--- config.mk ---
export PLATFORM = sky130hd
export DESIGN_NAME = sp_luma_interp
export DESIGN_NICKNAME = d
export VERILOG_FILES = /design/src/rtl/sp_interp_pkg.sv /design/src/rtl/sp_tap_sum.sv /design/src/rtl/sp_halfpel.sv /design/src/rtl/sp_qpel_sel.sv /design/src/rtl/sp_luma_interp.sv
export SDC_FILE = /design/constraint.sdc
export NUM_CORES = 1
export LEC_CHECK = 0
export BUFFER_PORTS_ARGS = -buffer_cell sky130_fd_sc_hd__buf_2
export CAP_MARGIN = 40
export CORE_MARGIN = 1.5
export CORE_UTILIZATION = 59
export DETAILED_ROUTE_END_ITERATION = 10
export PLACE_DENSITY = 0.8
export REMOVE_ABC_BUFFERS = 1
export SYNTH_ARGS = -nofsm -noshare
export SYNTH_HDL_FRONTEND = slang
export SYNTH_SLANG_ARGS = --single-unit
--- constraint.sdc ---
create_clock -name clk -period 14.4 [get_ports clk]
set_input_delay 4.32 -clock clk [delete_from_list [all_inputs] [get_ports clk]]
set_output_delay 4.32 -clock clk [all_outputs]
set_load 0.02 [all_outputs]
--- src/rtl/sp_interp_pkg.sv ---
package sp_interp_pkg;
  localparam int NUM_TAPS   = 6;
  localparam int NUM_PAIRS  = NUM_TAPS / 2;
  localparam int NORM_SHIFT = 5;
  localparam int ROUND_ADD  = 1 << (NORM_SHIFT - 1);
  localparam int CTR_LEFT   = 2;
  localparam int CTR_RIGHT  = 3;

  typedef enum logic [1:0] {
    FR_INT   = 2'd0,
    FR_QLEFT = 2'd1,
    FR_HALF  = 2'd2,
    FR_QRGHT = 2'd3
  } frac_e;

  // weight of the symmetric tap pair k (outer pair is k = 0)
  function automatic int pair_weight(input int k);
    case (k)
      0:       return 1;
      1:       return -5;
      default: return 20;
    endcase
  endfunction
endpackage

--- src/rtl/sp_tap_sum.sv ---
module sp_tap_sum
  import sp_interp_pkg::*;
#(
  parameter int PIX_W = 8
) (
  input  logic                               clk,
  input  logic                               en,
  input  logic [NUM_TAPS*PIX_W-1:0]          win,
  input  frac_e                              frac,
  output logic [NUM_PAIRS-1:0][PIX_W:0]      pair_q,
  output logic [PIX_W-1:0]                   left_q,
  output logic [PIX_W-1:0]                   right_q,
  output frac_e                              frac_q
);
  // fold the symmetric window: lane k with lane (NUM_TAPS-1-k)
  for (genvar k = 0; k < NUM_PAIRS; k++) begin : g_pair
    always_ff @(posedge clk) begin
      if (en)
        pair_q[k] <= {1'b0, win[k*PIX_W +: PIX_W]}
                   + {1'b0, win[(NUM_TAPS-1-k)*PIX_W +: PIX_W]};
    end
  end

  always_ff @(posedge clk) begin
    if (en) begin
      left_q  <= win[CTR_LEFT*PIX_W +: PIX_W];
      right_q <= win[CTR_RIGHT*PIX_W +: PIX_W];
      frac_q  <= frac;
    end
  end
endmodule

--- src/rtl/sp_halfpel.sv ---
module sp_halfpel
  import sp_interp_pkg::*;
#(
  parameter int PIX_W = 8,
  parameter int ACC_W = PIX_W + 7
) (
  input  logic                          clk,
  input  logic                          rst,
  input  logic                          en,
  input  logic [NUM_PAIRS-1:0][PIX_W:0] pair,
  input  logic [PIX_W-1:0]              left,
  input  logic [PIX_W-1:0]              right,
  input  frac_e                         frac,
  output logic [PIX_W-1:0]              half_q,
  output logic [PIX_W-1:0]              nb_q,
  output frac_e                         frac_q
);
  localparam logic signed [ACC_W-1:0] PIX_MAX = ACC_W'((1 << PIX_W) - 1);
  localparam logic signed [ACC_W-1:0] RND     = ACC_W'(ROUND_ADD);

  logic signed [ACC_W-1:0] prod [NUM_PAIRS];
  logic signed [ACC_W-1:0] acc;
  logic signed [ACC_W-1:0] scaled;

  for (genvar k = 0; k < NUM_PAIRS; k++) begin : g_mul
    assign prod[k] = ACC_W'(pair_weight(k)) * $signed(ACC_W'(pair[k]));
  end

  always_comb begin
    acc = RND;
    for (int k = 0; k < NUM_PAIRS; k++) acc = acc + prod[k];
    scaled = acc >>> NORM_SHIFT;
  end

  always_ff @(posedge clk) begin
    if (en) begin
      if (scaled < 0)            half_q <= '0;
      else if (scaled > PIX_MAX) half_q <= PIX_MAX[PIX_W-1:0];
      else                       half_q <= scaled[PIX_W-1:0];
      nb_q   <= (frac == FR_QRGHT) ? right : left;
      frac_q <= frac;
    end
  end

  // negative filter result floors at zero
  p_clip_low_r5: assert property (@(posedge clk) disable iff (rst)
    (en && scaled < 0) |=> half_q == '0);
  // filter result above range saturates
  p_clip_high_r6: assert property (@(posedge clk) disable iff (rst)
    (en && scaled > PIX_MAX) |=> half_q == PIX_MAX[PIX_W-1:0]);
endmodule

--- src/rtl/sp_qpel_sel.sv ---
module sp_qpel_sel
  import sp_interp_pkg::*;
#(
  parameter int PIX_W = 8
) (
  input  logic             clk,
  input  logic             rst,
  input  logic             en,
  input  logic [PIX_W-1:0] half,
  input  logic [PIX_W-1:0] nb,
  input  frac_e            frac,
  output logic [PIX_W-1:0] pix_q
);
  logic [PIX_W:0]   avg_sum;
  logic [PIX_W-1:0] lo, hi;

  assign avg_sum = {1'b0, nb} + {1'b0, half} + {{PIX_W{1'b0}}, 1'b1};
  assign lo = (nb < half) ? nb : half;
  assign hi = (nb < half) ? half : nb;

  always_ff @(posedge clk) begin
    if (en) begin
      case (frac)
        FR_INT:  pix_q <= nb;
        FR_HALF: pix_q <= half;
        default: pix_q <= avg_sum[PIX_W:1];
      endcase
    end
  end

  // integer offset passes the sample through
  p_pass_r3: assert property (@(posedge clk) disable iff (rst)
    (en && frac == FR_INT) |=> pix_q == $past(nb));
  // a quarter sample lies between its two neighbours
  p_avg_span_r7: assert property (@(posedge clk) disable iff (rst)
    (en && frac[0]) |=> (pix_q >= $past(lo)) && (pix_q <= $past(hi)));
endmodule

--- src/rtl/sp_luma_interp.sv ---
module sp_luma_interp
  import sp_interp_pkg::*;
#(
  parameter int PIX_W = 8
) (
  input  logic                      clk,
  input  logic                      rst,
  input  logic                      in_valid,
  output logic                      in_ready,
  input  logic [NUM_TAPS*PIX_W-1:0] in_win,
  input  logic [1:0]                in_frac,
  output logic                      out_valid,
  output logic [PIX_W-1:0]          out_pix
);
  localparam int ACC_W = PIX_W + 7;

  logic                          ready_q;
  logic                          accept;
  logic                          v1_q, v2_q, v3_q;
  logic [NUM_PAIRS-1:0][PIX_W:0] pair_s1;
  logic [PIX_W-1:0]              left_s1, right_s1;
  frac_e                         frac_s1, frac_s2;
  logic [PIX_W-1:0]              half_s2, nb_s2;

  assign accept = in_valid & ready_q;

  always_ff @(posedge clk) begin
    if (rst) begin
      ready_q <= 1'b0;
      v1_q    <= 1'b0;
      v2_q    <= 1'b0;
      v3_q    <= 1'b0;
    end else begin
      ready_q <= 1'b1;
      v1_q    <= accept;
      v2_q    <= v1_q;
      v3_q    <= v2_q;
    end
  end

  sp_tap_sum #(.PIX_W(PIX_W)) u_taps (
    .clk    (clk),
    .en     (accept),
    .win    (in_win),
    .frac   (frac_e'(in_frac)),
    .pair_q (pair_s1),
    .left_q (left_s1),
    .right_q(right_s1),
    .frac_q (frac_s1)
  );

  sp_halfpel #(.PIX_W(PIX_W), .ACC_W(ACC_W)) u_half (
    .clk   (clk),
    .rst   (rst),
    .en    (v1_q),
    .pair  (pair_s1),
    .left  (left_s1),
    .right (right_s1),
    .frac  (frac_s1),
    .half_q(half_s2),
    .nb_q  (nb_s2),
    .frac_q(frac_s2)
  );

  sp_qpel_sel #(.PIX_W(PIX_W)) u_sel (
    .clk  (clk),
    .rst  (rst),
    .en   (v2_q),
    .half (half_s2),
    .nb   (nb_s2),
    .frac (frac_s2),
    .pix_q(out_pix)
  );

  assign in_ready  = ready_q;
  assign out_valid = v3_q;

  // one result strobe, exactly three edges after acceptance
  p_latency_r1: assert property (@(posedge clk) disable iff (rst)
    out_valid == $past(accept, 3));
  // reset closes the input side
  p_ready_rst_r2: assert property (@(posedge clk)
    rst |=> !in_ready && !out_valid);
endmodule

; ---- Yosys cells after proc, flatten, opt, wreduce, memory -nomap -nowiden
; Index checks and enable logic that the tools add are counted.
[classes]
n_mux = 4
n_bitwise = 1
add_sub_neg = 8
n_lt_le_gt_ge = 2
n_eq_ne = 2
n_mul = 2
n_reduce_logical = 1
[op_table]
columns = op, n
row1 = $add A8 B8 Y9, 4
row2 = $add A15 B15 Y15, 2
row3 = $mux W8, 2
row4 = $pmux W8 S2, 1
row5 = $mul A4 B10 Y14 const A, 1
row6 = $mul A3 B9 Y12 const A, 1
row7 = $add A5 B9 Y10 const A, 1
row8 = $gt A10 B9 Y1 const B, 1
row9 = $lt A10 B1 Y1 const B, 1
row10 = $add A9 B1 Y9 const B, 1
row11 = $eq A2 B2 Y1 const B, 2
row12 = $logic_not A2 Y1, 1
row13 = $and A1 B1 Y1, 1
row14 = $mux W1, 1
[totals]
output_inout_bits = 10
register_bits = 75
elab_cells = 34
input_bits = 53

; ---- Depth between registers and ports, before layout
; Gate-level depths: netlist (run 1).
[logic_depth]
ltp_word = 5
mapped_depth = 21
ltp_nobuf = 21

; ---- By module
; Synthesis (run 1) repeated with hierarchy kept, for this count alone.
[hier_totals]
cells_unflattened = 474
hier_area_um2 = 5600.4
[modules_own_cells]
columns = module, instances, seq_area_each_um2, cells_per_inst, area_per_inst_um2
row1 = sp_halfpel, 1, 540.5, 239, 2542.4
row2 = sp_tap_sum, 1, 1351.3, 149, 2220.9
row3 = sp_qpel_sel, 1, 240.2, 77, 719.4
row4 = sp_luma_interp, 1, 80.1, 9, 117.6

; ---- Least setup slack after synthesis (run 1)
; OpenSTA, ideal clock, no wires.
[synth_path]
path_kind = input-to-reg
from = input port in_win[8]
to = register u_taps.pair_q[17] (netlist bit), data pin
cell_stages = 10
setup_time_ns = 0.254
t_arrival_ns = 5.651
required_ns = 14.146
setup_slack_ns = 8.495
path_buffers = 0
path_cell_list = ha_1 > inv_1 > fa_1 > nor2b_1 > o21ai_0 > a21boi_0 > o21ai_0 > nand2b_1 > a21o_1 > a21o_1
[synth_via]
elab_chain_cells = 1
[synth_rtl]
columns = item, line_no
row1 = from (decl), sp_luma_interp.sv:10  ; input logic [NUM_TAPS*PIX_W-1:0] in_win,
row2 = $add A8 B8 Y9, sp_tap_sum.sv:20  ; + {1'b0, win[(NUM_TAPS-1-k)*PIX_W +: PIX_W]};
row3 = "to (signal, indexed assignment)", sp_tap_sum.sv:19  ; pair_q[k] <= {1'b0, win[k*PIX_W +: PIX_W]}
row4 = to (decl), sp_tap_sum.sv:10  ; output logic [NUM_PAIRS-1:0][PIX_W:0] pair_q,
; No other way between the ends.
; A chain may end at the register's enable or synchronous reset.

; ---- Final worst setup path (run 1)
; Same ends and word-level chain as after synthesis.

==> results of run 1 <==
## worst min path at each step
stage                          start                to  cells past startpoint
floorplan           u_taps.frac_q[1]  u_half.frac_q[1]                      0
global placement    u_taps.frac_q[1]  u_half.frac_q[1]                      0
detailed placement  u_taps.frac_q[0]  u_half.frac_q[0]                      0
CTS                 u_taps.frac_q[0]  u_half.frac_q[0]                      0
global route        u_taps.frac_q[0]  u_half.frac_q[0]                      0
finish              u_taps.frac_q[0]  u_half.frac_q[0]                      0
## flip-flops by register name (all words and copies together) (netlist names), 2 cells and up
name and count:
u_sel.pix_q 8, u_taps.pair_q 27, u_half.nb_q 8, u_taps.left_q 8, u_half.frac_q 2, u_half.half_q 8, u_taps.frac_q 2, u_taps.right_q 8
## cell type report
cell class	count	area, µm²
multi-input cells	350	3210
fillers	691	2960
flip-flops and latches	75	2210
repair buffers	63	330
inverters	61	229
well taps	129	161
clock buffers	9	124
clock inverters	7	65.1
## metrics by stage
| step | utilization [%] | std cells | worst slack (ns) | power [mW] | cell area [µm²] |
|---|---|---|---|---|---|
| finish | 68.2 | 694 | 8.57 | 1.08 | 6330 |
| global route | 68.2 | 694 | 8.40 | 1.17 | 6330 |
| CTS | 68.2 | 694 | 8.59 | 1.09 | 6330 |
| detailed placement | 66.1 | 678 | 8.20 | 0.917 | 6140 |
| global placement | 65.9 | 677 | 8.28 | 0.887 | 6120 |
| floorplan | - | 486 | 8.50 | 0.800 | 5650 |
## power by group through the flow
stage | Combinational, mW | Clock [mW] | Sequential (mW)
6_report | 0.636 | 0.159 | 0.289
5_1_grt | 0.706 | 0.169 | 0.291
4_1_cts | 0.635 | 0.162 | 0.289
3_5_place_dp | 0.623 | 0 | 0.294
3_3_place_gp | 0.593 | 0 | 0.293
2_1_floorplan | 0.509 | 0 | 0.291
## cell usage in the layout (no fill, tap or decap), types with 8 or more instances in the layout
master,synthesis,layout
ha_1,92,92
edfxtp_1,71,71
buf_2,0,62
inv_1,61,61
a21oi_1,35,35
xnor2_1,26,26
o21ai_0,26,26
nand2_1,21,21
fa_1,21,21
a21o_1,15,15
xor2_1,14,14
nor2_1,12,12
mux2_2,9,9
clkbuf_8,0,9
nand3_1,8,8
nor2b_1,8,8
## metal layers
metal / vias up / global-route usage (%) / wire, µm
li1: 1887 / - / -
met3: 10 / 3.54 / 295
met5: - / 0 / 0
met2: 61 / 36.6 / 4980
met4: 0 / 6.61 / 114
met1: 1808 / 24.7 / 4290
## kinds of logic (layout without fill, tap and decap cells)
family	after synthesis	after routing	share of synthesized area (%)
multiplexers	14	14	2.68
adder cells (fa/ha/maj)	113	113	27.8
XOR/XNOR	42	42	6.97
AO/OA/AOI/OAI	110	110	12.7
flip-flops	75	75	39.1
buffers and inverters	63	140	4.18
AND/OR/NAND/NOR	71	71	6.53
## critical path, delay by kind of cell
kind | cells | cell delay (ns)
and+or+nand+nor | 2 | 0.17
AOI/OAI and AO/OA | 5 | 0.88
adders and majority gates | 2 | 0.40
buffers and inverters | 2 | 0.17
==> summary.md, run 1 <==
| Metric | Value |
|---|---|
| GRT Resource Usage Total | `20.3%` |
| CTS tree | `yes` |
| Vias | `3,766` |
| Pre-antenna DRT Iters | `4` |
| HPWL Detailed | `7830 µm` |
| CTS sink count | `75` |
| Post CTS Setup Buffer Count | `0` |
| Combinational Power Share | `58.7%` |
| Post-Syn Area per Cell | `11.6 µm²` |
| Mapped Cells | `488` |
| Total die area | `10,200 µm²` |
| Share of layout cells above drive strength 1 | `18.4%` |
| Worst skew pair latency | `0.36 ns` |
| Fin nets | `726` |
| Root Buffer | `clkbuf_8` |
| Post-detailed-route wirelength per cell | `13.9 µm` |
| Post-synth EDFFs | `71` |
| Synthesis-stage register bit count | `75` |
| Largest net degree at the start of global routing | `35` |
| Worst EP required | `14.51 ns` |
| Overflow after GRT | `0` |
| Startpoint types | `input port` |
| Register-to-register setup slack | `9.08 ns` |
| Most common cell in the netlist | `ha_1` |
| Critical Path Sink | `u_taps.pair_q[17]` |
| WS Path Type | `input port to flop` |
| Antenna Nets Post-Route | `0` |
| Dominant synthesized flop cell | `edfxtp_1` |
| Cell Area, Synth | `5650 µm²` |
| Worst setup EP type | `flop` |
| Ports | `63` |
| Final setup vio count | `0` |
| Sw frac | `42.0%` |
| Clk_skew | `0.0117 ns` |
| VDD IR max | `0.141 mV` |
| Clock Path Buffers | `2` |
| Final Hold Viols | `0` |
| Hold crit path type | `flop to flop` |
| FFs w/ async S/R, synth | `0%` |
| Status | `finished clean` |
| Core footprint | `9280 µm²` |
| Sequential Power Share | `26.6%` |
| Cts bufs inserted | `9` |
| Critical Path Fanout Max | `2` |
| H-tree lvl count | `3` |
| Post-CTS Resized | `0` |
| Vias in the first global route | `3,692` |
| GP Congestion | `0.836` |
| Max Freq | `0.172 GHz` |
| Final Slew Violations | `0` |
| CP arrival | `5.94 ns` |
| RR Endpoint | `u_half.half_q[4]` |
| First-pass GRT wire length | `16,000 µm` |
| Initial antenna violation count | `0` |
| RR Startpoint | `u_taps.pair_q[12]` |
| Ant diodes | `0` |
| IO buf count | `62` |
| Sequential area share after synthesis | `39.1%` |
| Hold WS | `0.448 ns` |
| DR iter-0 viols | `149` |
| P_sw | `0.455 mW` |
| Initial core utilization | `60.9%` |
| Reg2reg path depth | `18` |
| Total Neg Setup Slack | `0 ns` |
| Hold_buf cts | `0` |
| Cell Int Power | `0.629 mW` |
| Clk pwr share | `14.7%` |
| Rows | `35` |
| CP max stage cell | `fa_1` |
| Synth warn | `0` |
| Max Cap Viol | `0` |
| Headroom to the max-slew limit | `47.1%` |
| Pwr/cell area | `171 nW/µm²` |
| Routed WL | `9680 µm` |
| Tmin final | `5.83 ns` |
| Critical Path Source | `in_win[8]` |
| Synth-to-layout area growth | `11.9%` |
| Number of vias per cell | `5.43` |
| Top post-synthesis cells by area | `edfxtp_1 38%, ha_1 20%, fa_1 7.4%` |
| Post-synth top area share | `37.7%` |
| Worst path max stage delay | `0.21 ns` |
| Clock Pin Slew Worst Setup and Hold Paths | `0.09 ns` |
| Slew of the pin with the lowest slew margin | `0.792 ns` |
| Die H | `101 µm` |
| Tcrit/Tclk final | `40.5%` |
| Post-route DRC | `0` |
| RSZ-0062 raised after global routing | `no` |
| Commonest cells post-synth | `92 x ha_1, 71 x edfxtp_1, 61 x inv_1` |
| Area leader, netlist | `edfxtp_1` |
| Netlist cell types | `50` |
| Cell Chain, Critical Path | `buf_2, ha_1, inv_1, fa_1, nor2b_1, o21ai_0, a21boi_0, o21ai_0, nand2b_1, a21o_1, a21o_1` |
| Static Leak | `2.86 nW` |
| Die Wd | `101 µm` |
No activity file was read; power rests on OpenSTA's default activity.
==> run 2, diff against run 1 <==
CORE_UTILIZATION = 54   (was 59)
PLACE_DENSITY = 0.77   (was 0.8)
clock period = 5.3 ns   (was 14.4 ns; I/O delays follow)
==> summary.md, run 2 (synthesis results as in run 1) <==
| Metric | Value |
|---|---|
| Cell Int Power | `1.76 mW (was 0.629 mW)` |
| Rows | `37 (was 35)` |
| Combinational Power Share | `60.1% (was 58.7%)` |
| Max reg flops | `27 (unchanged)` |
| Worst EP required | `5.39 ns (was 14.51 ns)` |
| WS Path Type | `flop to flop (was input port to flop)` |
| Static Leak | `2.87 nW (was 2.86 nW)` |
| Core footprint | `10,200 µm² (was 9280 µm²)` |
| Routed WL | `9660 µm (was 9680 µm)` |
| Post-DP Area | `6150 µm² (was 6140 µm²)` |
| Tmin final | `5.12 ns` |
| Clk pwr share | `13.8% (was 14.7%)` |
| Final Hold Viols | `0 (unchanged)` |
| Post-placement cell count | `685 (was 678)` |
| DR iter-0 viols | `102 (was 149)` |
| Final Slew Violations | `0 (unchanged)` |
| Setup ws final | `0.177 ns (was 8.57 ns)` |
| Synth-to-layout area growth | `12.7% (was 11.9%)` |
| Most flop-heavy register | `u_taps.pair_q (unchanged)` |
| Slew of the pin with the lowest slew margin | `0.748 ns (was 0.792 ns)` |
| Critical Path Fanout Max | `7 (was 2)` |
| HPWL Detailed | `7820 µm (was 7830 µm)` |
| GRT Resource Usage Total | `18.5% (was 20.3%)` |
| IO buf count | `62 (unchanged)` |
| Total Neg Setup Slack | `0 ns (unchanged)` |
| Pwr/cell area | `474 nW/µm² (was 171 nW/µm²)` |
| Startpoint types | `flop (was input port)` |
| Number of vias per cell | `5.29 (was 5.43)` |
| Initial antenna violation count | `0 (unchanged)` |
| Final setup vio count | `0 (unchanged)` |
| Clk_skew | `0.0125 ns (was 0.0117 ns)` |
| Root Buffer | `clkbuf_8 (unchanged)` |
| Share of layout cells above drive strength 1 | `19.4% (was 18.4%)` |
| CP arrival | `5.21 ns (was 5.94 ns)` |
| H-tree lvl count | `3 (unchanged)` |
| Initial core utilization | `55.3% (was 60.9%)` |
| Pre-antenna DRT Iters | `5 (was 4)` |
| Max Freq | `0.195 GHz` |
| Reg2reg path depth | `18 (unchanged)` |
| Most frequent cells in the layout | `91 x ha_1, 71 x edfxtp_1, 62 x buf_2, 61 x inv_1, 33 x a21oi_1 (was 92 x ha_1, 71 x edfxtp_1, 62 x buf_2, 61 x inv_1, 35 x a21oi_1)` |
| Antenna Nets Post-Route | `0 (unchanged)` |
| Hold path depth | `0 (unchanged)` |
| Vias in the first global route | `3,846 (was 3,692)` |
| Fin nets | `729 (was 726)` |
| Vias | `3,723 (was 3,766)` |
| Largest net degree at the start of global routing | `36 (was 35)` |
| Headroom to the max-slew limit | `50.1% (was 47.1%)` |
| Post-route DRC | `0 (unchanged)` |
| Die Wd | `105 µm (was 101 µm)` |
| Die H | `105 µm (was 101 µm)` |
| Total die area | `11,100 µm² (was 10,200 µm²)` |
| First-pass GRT wire length | `16,500 µm (was 16,000 µm)` |
| GP Congestion | `0.819 (was 0.836)` |
| Clock Path Buffers | `2 (unchanged)` |
| Max Cap Viol | `0 (unchanged)` |
| VDD IR max | `0.324 mV (was 0.141 mV)` |
| Register-to-register setup slack | `0.18 ns (was 9.08 ns)` |
| Status | `finished clean (unchanged)` |
| Sw frac | `41.6% (was 42.0%)` |
| Sequential Power Share | `26.1% (was 26.6%)` |
| Final core occ | `62.3% (was 68.2%)` |
| Cts bufs inserted | `9 (unchanged)` |
| Worst setup EP type | `flop (unchanged)` |
| Clock Pin Slew Worst Setup and Hold Paths | `0.10 ns (was 0.09 ns)` |
| CTS sink count | `75 (unchanged)` |
| P_sw | `1.25 mW (was 0.455 mW)` |
| Place WS | `-0.0319 ns (was 8.20 ns)` |
| Hold crit path type | `flop to flop (unchanged)` |
| Finished Layout Cells | `704 (was 694)` |
| Overflow after GRT | `0 (unchanged)` |
| Commonest non-fill, non-tap cell in the layout | `ha_1 (unchanged)` |
| Ant diodes | `0 (unchanged)` |
| Tcrit/Tclk final | `96.7%` |
| Hold WS | `0.463 ns (was 0.448 ns)` |
| Worst skew pair latency | `0.36 ns (about the same)` |
| Post-detailed-route wirelength per cell | `13.7 µm (was 13.9 µm)` |
| CTS tree | `yes (unchanged)` |
| Total chip power | `3.02 mW (was 1.08 mW)` |
| Ports | `63 (unchanged)` |
| Post-route cell area | `6370 µm² (was 6330 µm²)` |
-- run 2: cell types whose count changed in the layout (fill, tap and decap cells not counted), sizes merged --
cell and delta:
clkinvlp +1, inv -1, buf +3
-- run 2: what timing repair did --
| action | 4_1_cts | 5_1_grt |
|---|---|---|
| setup endpoints to repair | 8 | 8 |
| buffers inserted | 0 | 3 |
| pin swaps | 1 | 1 |
| gates resized for setup | 1 | 2 |
| hold buffers | 0 | 0 |
-- run 2: cell type report --
cell class / instances / area (µm²)
sequential: 75 / 2210
clock inverter: 7 / 57.6
multi-input combinational: 350 / 3230
timing repair buffer: 66 / 353
fill: 829 / 3860
tap: 136 / 170
clock buffer: 9 / 124
inverter: 61 / 229
-- run 2: final timing paths --
check                     from          endpoint
max reg2reg  u_taps.pair_q[12]  u_half.half_q[5]
min reg2reg   u_taps.frac_q[0]  u_half.frac_q[0]
min           u_taps.frac_q[0]  u_half.frac_q[0]
max          u_taps.pair_q[12]  u_half.half_q[5]
-- run 2: power by group through the flow --
| stage | Clock, mW | Sequential, mW | Combinational (mW) |
|---|---|---|---|
| 2_1_floorplan | 0 | 0.792 | 1.38 |
| 3_3_place_gp | 0 | 0.799 | 1.63 |
| 3_5_place_dp | 0 | 0.801 | 1.70 |
| 4_1_cts | 0.427 | 0.787 | 1.73 |
| 5_1_grt | 0.449 | 0.792 | 2.03 |
| 6_report | 0.417 | 0.786 | 1.81 |
-- run 2: routing by layer --
layer  track usage [%]  up-vias  wire [µm]
li1                  -     1889          -
met1              22.5     1767       4210
met2              33.2       51       5060
met4              6.46        0        173
met5                 0        -          0
met3              2.91       16        209
-- run 2: worst max-delay path, stage by stage (launching register included) --
cell	delay, ns
edfxtp_1	0.43
ha_1	0.29
inv_1	0.04
fa_1	0.47
inv_1	0.04
ha_1	0.33
fa_1	0.47
a21o_1	0.22
a21oi_2	0.21
xnor2_1	0.17
fa_1	0.50
ha_4	0.29
a21oi_2	0.19
a21boi_2	0.10
a311oi_4	0.37
o21ai_2	0.17
a21oi_4	0.22
xor2_4	0.24
a21oi_1	0.12
